File: config.mk
export PLATFORM = sky130hd
export DESIGN_NAME = tri_wire_encoder
export DESIGN_NICKNAME = d
export VERILOG_FILES = /design/src/rtl/tw_pkg.sv /design/src/rtl/tw_state_step.sv /design/src/rtl/tw_wire_drive.sv /design/src/rtl/tri_wire_encoder.sv
export SDC_FILE = /design/constraint.sdc
export NUM_CORES = 1
export LEC_CHECK = 0
export ABC_AREA = 1
export BUFFER_PORTS_ARGS = -buffer_cell sky130_fd_sc_hd__buf_4
export CORE_MARGIN = 3
export CORE_UTILIZATION = 25
export DETAILED_ROUTE_END_ITERATION = 16
export GPL_TIMING_DRIVEN = 0
export PLACE_DENSITY = 0.48
export SETUP_SLACK_MARGIN = 0.1
export SLEW_MARGIN = 15
export SYNTH_ARGS = -nofsm -noshare
export SYNTH_HDL_FRONTEND = slang
export SYNTH_HIERARCHICAL = 1
export SYNTH_SLANG_ARGS = --single-unit
export TNS_END_PERCENT = 20
File: constraint.sdc
create_clock -name clk -period 2.5 [get_ports clk]
set_clock_uncertainty 0.05 [all_clocks]
set_input_delay 0.5 -clock clk [delete_from_list [all_inputs] [get_ports clk]]
set_output_delay 0.5 -clock clk [all_outputs]
set_load 0.01 [all_outputs]
File: src/rtl/tw_pkg.sv
package tw_pkg;
  localparam int NUM_STATES = 6;
  localparam int NUM_SYMS   = NUM_STATES - 1;
  localparam int STATE_W    = $clog2(NUM_STATES);
  localparam int NUM_WIRES  = 3;

  // Drive code {pull_up, pull_down}
  typedef enum logic [1:0] {
    LVL_OFF  = 2'b00,
    LVL_LOW  = 2'b01,
    LVL_HIGH = 2'b10,
    LVL_MID  = 2'b11
  } lvl_t;

  typedef logic [STATE_W-1:0] state_t;
  typedef lvl_t [NUM_WIRES-1:0] triple_t;  // [0]=A [1]=B [2]=C

  function automatic triple_t levels_of(state_t s);
    triple_t t;
    case (s)
      3'd0:    t = '{LVL_LOW,  LVL_MID,  LVL_HIGH};
      3'd1:    t = '{LVL_LOW,  LVL_HIGH, LVL_MID };
      3'd2:    t = '{LVL_MID,  LVL_HIGH, LVL_LOW };
      3'd3:    t = '{LVL_HIGH, LVL_MID,  LVL_LOW };
      3'd4:    t = '{LVL_HIGH, LVL_LOW,  LVL_MID };
      default: t = '{LVL_MID,  LVL_LOW,  LVL_HIGH};
    endcase
    return t;
  endfunction
endpackage

File: src/rtl/tw_state_step.sv
module tw_state_step
  import tw_pkg::*;
#(
  parameter int SYM_W = 3
) (
  input  state_t           cur,
  input  logic [SYM_W-1:0] sym,
  output logic             legal,
  output state_t           nxt
);
  localparam int SUM_W = STATE_W + 1;

  logic [SUM_W-1:0] sum;

  always_comb begin
    legal = (int'(sym) < NUM_SYMS);
    sum   = SUM_W'(cur) + SUM_W'(sym[STATE_W-1:0]) + SUM_W'(1);
    if (sum >= SUM_W'(NUM_STATES)) sum = sum - SUM_W'(NUM_STATES);
    nxt = state_t'(sum);
  end
endmodule

File: src/rtl/tw_wire_drive.sv
module tw_wire_drive
  import tw_pkg::*;
(
  input  state_t                st,
  output logic [NUM_WIRES-1:0]  pu,
  output logic [NUM_WIRES-1:0]  pd
);
  triple_t lv;
  assign lv = levels_of(st);

  for (genvar w = 0; w < NUM_WIRES; w++) begin : g_wire
    assign pu[w] = lv[w][1];
    assign pd[w] = lv[w][0];
  end
endmodule

File: src/rtl/tri_wire_encoder.sv
module tri_wire_encoder
  import tw_pkg::*;
#(
  parameter int SYM_W     = 3,
  parameter int RST_STATE = 0
) (
  input  logic             clk,
  input  logic             rst,
  input  logic             sym_valid,
  output logic             sym_ready,
  input  logic [SYM_W-1:0] sym_data,
  output logic [2:0]       wire_pu,
  output logic [2:0]       wire_pd,
  output logic             sym_active,
  output logic [2:0]       state_out
);
  state_t           cur_q, nxt_st, sel_st;
  logic             legal, take;
  logic [2:0]       pu_n, pd_n;

  tw_state_step #(.SYM_W(SYM_W)) u_step (
    .cur(cur_q), .sym(sym_data), .legal(legal), .nxt(nxt_st)
  );

  assign take   = sym_valid && sym_ready && legal;
  assign sel_st = rst ? state_t'(RST_STATE) : (take ? nxt_st : cur_q);

  tw_wire_drive u_drv (.st(sel_st), .pu(pu_n), .pd(pd_n));

  always_ff @(posedge clk) begin
    if (rst) begin
      sym_ready  <= 1'b0;
      sym_active <= 1'b0;
    end else begin
      sym_ready  <= 1'b1;
      sym_active <= take;
    end
    cur_q   <= sel_st;
    wire_pu <= pu_n;
    wire_pd <= pd_n;
  end

  assign state_out = cur_q;
endmodule

==> results of run 1 <==
## worst reg2reg max path, cell delays in order (launching register included)
cell and delay [ns]:
dfxtp_1 0.35, inv_1 0.05, ha_1 0.22, fa_1 0.38, nand2_1 0.08, nand2_1 0.08, inv_1 0.06, nand3_1 0.07
nand2_1 0.07, nor2_1 0.04, nor2_1 0.33, nor2_1 0.12, nor2_1 0.10, nor2_1 0.05
## metrics by stage
stage	hold WS (ns)	instance area (um2)	power [W]	utilization [%]	setup WS (ns)
floorplan	0.478	541	0.000264	-	0.411
global placement	0.470	694	0.000303	34.7	0.108
detailed placement	0.479	694	0.000303	34.7	0.117
CTS	0.352	721	0.000418	36.0	0.325
global route	0.349	721	0.000440	36.0	0.126
finish	0.357	721	0.000411	36.0	0.350
## routing by layer
layer	GRT usage [%]	part of all wire, %
met1	9.12	47
met2	12.0	44
met3	1.71	6.6
met4	3.83	1.9
met5	0	0
## worst paths after layout
kind                                      startpoint                    end  slack (ns)  depth (start not counted)
worst min register to register     sym_ready$_DFF_P_  sym_active$_SDFF_PP0_        0.48                          2
worst min-delay path                             rst  sym_active$_SDFF_PP0_        0.36                          2
worst max register to register  state_out[0]$_DFF_P_     wire_pd[0]$_DFF_P_        0.35                         13
worst max-delay path            state_out[0]$_DFF_P_     wire_pd[0]$_DFF_P_        0.35                         13
## logic make-up after synthesis
group           count (synthesis)  share of synthesized area (%)
simple gates                   43                           32.9
buf+inv                        21                           14.8
flops                          11                           40.7
compound gates                  1                          0.925
fa+ha+maj                       4                           10.6
## sequential cells by signal, indices dropped and copies added (netlist names)
register	count
wire_pu	3
state_out	3
sym_active	1
wire_pd	3
sym_ready	1
## cells in the final DEF (no fill, tap or decap)
cell and n:
nand2_1 23, inv_1 18, buf_4 16, nor2_1 13
dfxtp_1 11, nand3_1 4, clkbuf_4 3, ha_1 3
inv_2 2, nand3_2 1, clkinv_2 1, clkbuf_1 1
nor2_2 1, nand2_2 1, o21ai_0 1, fa_1 1
## final cells by class
| cell class | count | area, um2 | share of cell area [%] |
|---|---|---|---|
| Multi-Input combinational cell | 48 | 240 | 33.3 |
| Clock buffer | 4 | 26.3 | 3.65 |
| Tap cell | 27 | 33.8 | 4.69 |
| Sequential cell | 11 | 220 | 30.6 |
| Inverter | 21 | 80.1 | 11.1 |
| Timing Repair Buffer | 16 | 120 | 16.7 |
## power by group through the flow
stage	Clock (W)	Combinational, W	Sequential (W)
floorplan	0	0.0000572	0.000206
global route	0.000126	0.000117	0.000197
finish	0.000113	0.000102	0.000196
global placement	0	0.000103	0.000200
CTS	0.000118	0.000104	0.000196
detailed placement	0	0.000104	0.000200
==> flow_metrics.py, run 1 <==
metrics = {
    "die": {
        "io_pins": 17,
        "die_w_um": 52.5,
        "die_h_um": 52.5,
        "start_util_pct": 27.0,
        "core_area_mm2": 0.00200,
        "dieArea_mm2": 0.00276,
        "rows": 16,
    },
    "layout": {
        "nFillCells": 225,
        "instances_no_fill": 127,
        "nets": 111,
        "area_growth_pct": 33.3,
        "drive_above_1_share_pct": 25.0,
        "diodes": 0,
    },
    "route": {
        "routed_wl_um": 961,
        "drt_pass1_iterations": 2,
        "drc_errors": 0,
        "ant_nets": 0,
        "viasPerCell": 3.83,
        "vias": 486,
        "routedWlPerCell_um": 7.57,
        "drtIter0Drc": 2,
    },
    "synth": {
        "synth_top_cell_by_area": "dfxtp_1",
        "synth-edff-count": 0,
        "synthArstFlopShare_pct": 0,
        "synth_cell_type_count": 13,
        "syn_area_um2": 541,
        "synth_top_area_share_pct": 40.7,
        "synth.yosys.warnings": 6,
        "synth_fp_nets": 90,
        "synth.most_common_cell": "nand2_1",
        "synthTopCellsByArea": "dfxtp_1 (41%), nand2_1 (16%), inv_1 (13%)",
        "seq_area_frac_synth_pct": 40.7,
        "synthCells": 80,
        "syn_avg_cell_area_um2": 6.76,
        "synth-seq-cells": 11,
        "synth_ff_type": "dfxtp_1",
        "yosys-top-cells-count": "nand2_1 (23), inv_1 (18), nor2_1 (13), dfxtp_1 (11), nand3_1 (4)",
    },
    "critical_path": {
        "cpLargestDelayFamily": "simple AND/OR/NAND/NOR gates",
        "timing.critical_path.slowest_stage_cell": "fa_1",
        "cp_max_fo": 6,
        "crit_type": "flip-flop to flip-flop",
        "critPathRequiredTime_ns": 2.61,
        "worst_setup_path_end_kind": "flip-flop",
        "worstPathCellList": "inv_1 -> ha_1 -> fa_1 -> nand2_1 -> nand2_1 -> inv_1 -> nand3_1 -> nand2_1 -> nor2_1 -> nor2_1 -> nor2_1 -> nor2_1 -> nor2_1",
        "crit_top_cell": "nor2_1",
        "worst-endpoint-arrival_ns": 2.26,
        "cpPeakStageDelay_ns": 0.38,
        "path_buf_inv": 2,
        "critPathLaunchType": "flip-flop",
    },
    "clock_tree": {
        "cts_setup_buffers": 0,
        "cts_tree": "done",
        "root_buffer": "clkbuf_4",
        "cts.sinks": 11,
        "ctsHoldBuffers": 0,
        "clockBufferDepth": 2,
        "cts_buffers": 3,
        "clkTransAtPathRegs_ns": 0.06,
        "clk_latency_ns": 0.26,
        "htree_levels": 1,
        "ctsResizeCount": 0,
    },
    "timing": {
        "slew_headroom_pct": 73.7,
        "fmax_ghz": 0.465,
        "drv_slew": 0,
        "hold_viol": 0,
        "fin_setup_tns_ns": 0,
        "rsz0062_at_grt": "no",
        "finalSetupViolCount": 0,
        "min_period_ns": 2.15,
        "worst_pin_slew_ns": 0.393,
        "timing.final.crit_share_pct": 86.0,
    },
    "power": {
        "power.switching_w": 0.000114,
        "p_per_area_mw_per_mm2": 571,
        "peakVddDrop_mv": 0.440,
        "p_sw_share_pct": 27.8,
        "p_int_w": 0.000297,
        "p_leak_nw": 0.403,
        "p_clk_share_pct": 27.6,
        "p_comb_share_pct": 24.9,
        "seqPwrFrac_pct": 47.6,
    },
    "global_routing": {
        "grt_start_max_net_pins": 8,
        "antenna_found_initial": 0,
        "grt_pass1_vias": 408,
        "grt_use_total_pct": 7.44,
        "grt-ovfl-total": 0,
        "grt_first_pass_wirelength_um": 1520,
    },
    "run_status": {
        "status": "finished, final reports clean",
    },
    "placed_design": {
        "dpl.hpwl_um": 800,
        "gp_congestion": 0.635,
        "port_buffers": 16,
        "place_inst": 123,
    },
    "run": {
        "drv_cap": 0,
    },
    "min_path": {
        "min_path_type": "input pin to flip-flop",
    },
}
Note: power is estimated with default switching activity, not from simulation.
==> inputs of run 2 (changes only) <==
--- a/config.mk
+++ b/config.mk
@@ -9,6 +9,7 @@
 export BUFFER_PORTS_ARGS = -buffer_cell sky130_fd_sc_hd__buf_4
 export CORE_MARGIN = 3
 export CORE_UTILIZATION = 25
+export CTS_BUF_LIST = sky130_fd_sc_hd__clkbuf_4
 export DETAILED_ROUTE_END_ITERATION = 16
 export GPL_TIMING_DRIVEN = 0
 export PLACE_DENSITY = 0.48
==> run 2 against run 1 <==
Compared with the run above:
- clock power up 7%
- non-clock buffer count unchanged
- count of clock-buffer cells in the layout unchanged
- critical path depth unchanged
- routed wire length down 0.52%
- core utilization up 0.19 points
- die area unchanged
- final cell count unchanged
- final area up 0.52%
- maximum frequency about the same
- critical endpoint unchanged
- largest power group unchanged
==> flow_metrics.py, run 2 (synthesis gave the netlist of run 1 again) <==
metrics = {
    "global_routing": {
        "antenna_found_initial": 0,
        "grt-ovfl-total": 0,
        "grt_start_max_net_pins": 8,
        "grt_use_total_pct": 7.44,
        "grt_pass1_vias": 408,
        "grt_first_pass_wirelength_um": 1520,
    },
    "die": {
        "die_w_um": 52.5,
        "die_h_um": 52.5,
        "core_area_mm2": 0.00200,
        "dieArea_mm2": 0.00276,
        "rows": 16,
        "io_pins": 17,
        "start_util_pct": 27.0,
    },
    "route": {
        "drc_errors": 0,
        "wl_met1_um": 454,
        "routed_wl_um": 956,
        "routedWlPerCell_um": 7.53,
        "ant_nets": 0,
        "wl_met2_um": 439,
        "drt_pass1_iterations": 2,
        "viasPerCell": 3.80,
        "drtIter0Drc": 2,
        "vias": 482,
        "highest_layer": "met3",
        "dr_wl_met3_um": 61,
    },
    "critical_path": {
        "cpLargestDelayFamily": "simple AND/OR/NAND/NOR gates",
        "critPathLaunchType": "flip-flop",
        "worst_setup_path_end_kind": "flip-flop",
        "crit_type": "flip-flop to flip-flop",
        "crit_top_cell": "nor2_1",
        "cp_max_fo": 6,
        "cpPeakStageDelay_ns": 0.38,
        "timing.critical_path.slowest_stage_cell": "fa_1",
        "worstPathCellList": "inv_1 -> ha_1 -> fa_1 -> nand2_1 -> nand2_1 -> inv_1 -> nand3_1 -> nand2_1 -> nor2_1 -> nor2_1 -> nor2_1 -> nor2_1 -> nor2_1",
        "critPathRequiredTime_ns": 2.60,
        "path_buf_inv": 2,
        "worst-endpoint-arrival_ns": 2.25,
    },
    "layout": {
        "area_growth_pct": 34.0,
        "drive_above_1_share_pct": 26.0,
        "nets": 111,
        "layout_common_cells": "nand2_1 (23), inv_1 (18), buf_4 (16)",
        "design_area_um2": 724,
        "final_common_cell": "nand2_1",
        "diodes": 0,
    },
    "clock_tree": {
        "root_buffer": "clkbuf_4",
        "clkTransAtPathRegs_ns": 0.06,
        "clk_latency_ns": 0.25,
        "cts_tree": "done",
        "clockBufferDepth": 2,
        "ctsHoldBuffers": 0,
        "cts_buffers": 3,
        "htree_levels": 1,
        "cts.sinks": 11,
        "cts_setup_buffers": 0,
        "ctsResizeCount": 0,
    },
    "power": {
        "p_leak_nw": 0.407,
        "p_per_area_mw_per_mm2": 579,
        "peakVddDrop_mv": 0.468,
    },
    "timing": {
        "rsz0062_at_grt": "no",
        "timing.final.crit_share_pct": 85.9,
        "fin_setup_tns_ns": 0,
        "worst_pin_slew_ns": 0.394,
        "slew_headroom_pct": 73.7,
        "fmax_ghz": 0.466,
        "finalSetupViolCount": 0,
        "hold_viol": 0,
        "min_period_ns": 2.15,
        "drv_slew": 0,
    },
    "placed_design": {
        "place_area_um2": 694,
        "dpl.hpwl_um": 800,
        "port_buffers": 16,
        "gp_congestion": 0.635,
    },
    "run_status": {
        "status": "finished, final reports clean",
    },
    "min_path": {
        "min_path_type": "input pin to flip-flop",
    },
    "run": {
        "drv_cap": 0,
    },
}
==> run 2: power breakdown <==
group | internal, W | switching (W)
Combinational | 0.0000459 | 0.0000563
Sequential | 0.000190 | 0.00000604
Clock | 0.0000723 | 0.0000490
Total | 0.000308 | 0.000111
==> run 2: path summary, 6_finish.rpt <==
check                       start                     to  slack (ns)  cells past startpoint
min reg2reg     sym_ready$_DFF_P_  sym_active$_SDFF_PP0_        0.48                      2
min                           rst  sym_active$_SDFF_PP0_        0.36                      2
max reg2reg  state_out[0]$_DFF_P_     wire_pd[0]$_DFF_P_        0.35                     13
max          state_out[0]$_DFF_P_     wire_pd[0]$_DFF_P_        0.35                     13
==> run 2: per-layer routing <==
| metal | GRT usage (%) | up-vias |
|---|---|---|
| met5 | 0 | - |
| met4 | 3.83 | 0 |
| met3 | 1.71 | 0 |
| met2 | 12.0 | 10 |
| met1 | 9.12 | 202 |
| li1 | - | 270 |
==> run 2: per-stage QoR <==
step | utilization [%] | power [W] | std cells | hold WS, ns | setup WS (ns)
2_1_floorplan | - | 0.000264 | 80 | 0.478 | 0.411
3_3_place_gp | 34.7 | 0.000303 | 123 | 0.470 | 0.108
3_5_place_dp | 34.7 | 0.000303 | 123 | 0.479 | 0.117
4_1_cts | 36.2 | 0.000428 | 127 | 0.354 | 0.324
5_1_grt | 36.2 | 0.000452 | 127 | 0.348 | 0.125
6_report | 36.2 | 0.000419 | 127 | 0.362 | 0.353
==> run 2: final cells by class <==
| class | instances | area (um2) |
|---|---|---|
| fillers | 223 | 1280 |
| repair buffers | 16 | 120 |
| clock buffers | 4 | 30.0 |
| well taps | 27 | 33.8 |
| multi-input cells | 48 | 240 |
| inverters | 21 | 80.1 |
| flip-flops and latches | 11 | 220 |
==> inputs of run 3 (changes only) <==
--- a/config.mk
+++ b/config.mk
@@ -7,7 +7,6 @@
 export LEC_CHECK = 0
 export ABC_AREA = 1
 export BUFFER_PORTS_ARGS = -buffer_cell sky130_fd_sc_hd__buf_4
-export CORE_MARGIN = 3
 export CORE_UTILIZATION = 25
 export CTS_BUF_LIST = sky130_fd_sc_hd__clkbuf_4
 export DETAILED_ROUTE_END_ITERATION = 16
==> run 3 against run 2 <==
Compared with the run above:
- clock power rose by 6%
- worst setup slack got worse by 0.020 ns
- via count rose by 4.8%
- routed wire length rose by 7.1%
- largest cell class unchanged
- maximum frequency fell by 0.93%
- final area did not move
- highest routed layer is now met4
- critical path depth did not move
==> flow_metrics.py, run 3 (synthesis gave the netlist of run 1 again) <==
metrics = {
    "critical_path": {
        "cpPeakStageDelay_ns": 0.38,
        "critPathLaunchType": "flip-flop",
        "timing.rr.end": "wire_pd[0]$_DFF_P_",
        "r2r_cells": 13,
        "timing.critical_path.slowest_stage_cell": "fa_1",
        "worst_setup_path_end_kind": "flip-flop",
        "crit_type": "flip-flop to flip-flop",
        "r2r_start": "state_out[0]$_DFF_P_",
        "critPathRequiredTime_ns": 2.61,
        "crit_top_cell": "nor2_1",
        "worstPathCellList": "inv_1 -> ha_1 -> fa_1 -> nand2_1 -> nand2_1 -> inv_1 -> nand3_1 -> nand2_1 -> nor2_1 -> nor2_1 -> nor2_1 -> nor2_1 -> nor2_1",
        "startpoint": "state_out[0]$_DFF_P_",
        "cp_max_fo": 6,
        "worst-endpoint-arrival_ns": 2.28,
        "ff2ff_setup_slack_ns": 0.33,
    },
    "timing": {
        "rsz0062_at_grt": "no",
        "timing.final.crit_share_pct": 86.7,
        "slew_headroom_pct": 71.7,
        "hold_viol": 0,
        "drv_slew": 0,
        "worst_pin_slew_ns": 0.424,
        "min_period_ns": 2.17,
        "finalSetupViolCount": 0,
        "fmax_ghz": 0.461,
        "timing.hold.ws_ns": 0.351,
        "fin_setup_tns_ns": 0,
    },
    "power": {
        "p_leak_nw": 0.407,
        "p_per_area_mw_per_mm2": 589,
        "peakVddDrop_mv": 0.298,
    },
    "placed_design": {
        "dpl.hpwl_um": 803,
        "gp_congestion": 0.692,
        "port_buffers": 16,
        "place_area_um2": 694,
        "place_inst": 123,
    },
    "global_routing": {
        "met2_usage_pct": 16.2,
        "grtUsageMet1_pct": 11.1,
        "grt_use_total_pct": 9.65,
        "grt_first_pass_wirelength_um": 1750,
        "antenna_found_initial": 0,
        "grt_start_max_net_pins": 8,
        "top_usage_layer": "met2",
        "globalRouteMet3Util_pct": 1.26,
        "grt_pass1_vias": 462,
        "grt-ovfl-total": 0,
    },
    "run": {
        "drv_cap": 0,
    },
    "route": {
        "drc_errors": 0,
        "drtIter0Drc": 6,
        "vias": 505,
        "viasPerCell": 3.98,
        "drt_pass1_iterations": 5,
        "routed_wl_um": 1020,
        "ant_nets": 0,
        "routedWlPerCell_um": 8.06,
    },
    "layout": {
        "drive_above_1_share_pct": 26.0,
        "instances_no_fill": 127,
        "design_area_um2": 724,
        "nets": 111,
        "nFillCells": 225,
        "final_common_cell": "nand2_1",
        "diodes": 0,
        "layout_common_cells": "nand2_1 (23), inv_1 (18), buf_4 (16)",
        "area_growth_pct": 34.0,
    },
    "clock_tree": {
        "clk_latency_ns": 0.26,
        "cts_buffers": 3,
        "htree_levels": 1,
        "cts_setup_buffers": 0,
        "ctsHoldBuffers": 0,
        "ctsResizeCount": 0,
        "clkTransAtPathRegs_ns": 0.07,
        "cts.sinks": 11,
        "cts_tree": "done",
        "clockBufferDepth": 2,
        "root_buffer": "clkbuf_4",
    },
    "die": {
        "core_area_mm2": 0.00200,
        "io_pins": 17,
        "rows": 16,
        "dieArea_mm2": 0.00235,
        "die_w_um": 48.5,
        "start_util_pct": 27.0,
        "die_h_um": 48.5,
    },
    "run_status": {
        "status": "finished, final reports clean",
    },
    "min_path": {
        "min_path_type": "input pin to flip-flop",
        "worstHoldPathCells": 2,
        "hp-start": "rst",
        "hold_path_end": "sym_active$_SDFF_PP0_",
    },
}
==> run 3: cell counts in the layout (fill, tap and decap cells not counted) <==
No cell type changed its count.
==> run 3: metal layers <==
metal	vias up	share of wire, %
met2	15	48
met4	0	0.49
li1	271	-
met5	-	0
met1	217	46
met3	2	5.4
==> run 3: worst max-delay path, delay by kind of cell, from the launching register on <==
kind / cells / cell delay [ns]
adders and majority gates: 2 / 0.61
buffers and inverters: 2 / 0.12
DFF: 1 / 0.35
and+or+nand+nor: 9 / 0.96
==> run 3: area by class of cell <==
class                           count  area (um2)  area share (%)
Tap cell                           27        33.8            4.66
Sequential cell                    11         220            30.4
Inverter                           21        80.1            11.1
Multi-Input combinational cell     48         240            33.2
Clock buffer                        4        30.0            4.15
Timing Repair Buffer               16         120            16.6
==> run 3: worst max path at each step <==
stage	end	slack (ns)	cells after the start
2_1_floorplan	wire_pd[0]$_DFF_P_	0.41	13
6_report	wire_pd[0]$_DFF_P_	0.33	13
3_3_place_gp	wire_pd[0]$_DFF_P_	0.11	14
3_5_place_dp	wire_pd[0]$_DFF_P_	0.10	14
5_1_grt	wire_pd[0]$_DFF_P_	0.13	13
4_1_cts	wire_pd[0]$_DFF_P_	0.31	13
==> run 3: report_power, final <==
group	leakage, nW	switching [W]	internal, W
clock	0.0184	0.0000558	0.0000725
combinational	0.297	0.0000573	0.0000461
sequential	0.0909	0.00000583	0.000190
==> run 3: stage by stage <==
step | setup WS (ns) | util, % | power [W]
finish | 0.332 | 36.2 | 0.000427
global route | 0.134 | 36.2 | 0.000458
global placement | 0.111 | 34.7 | 0.000302
CTS | 0.310 | 36.2 | 0.000434
floorplan | 0.411 | - | 0.000264
detailed placement | 0.105 | 34.7 | 0.000304
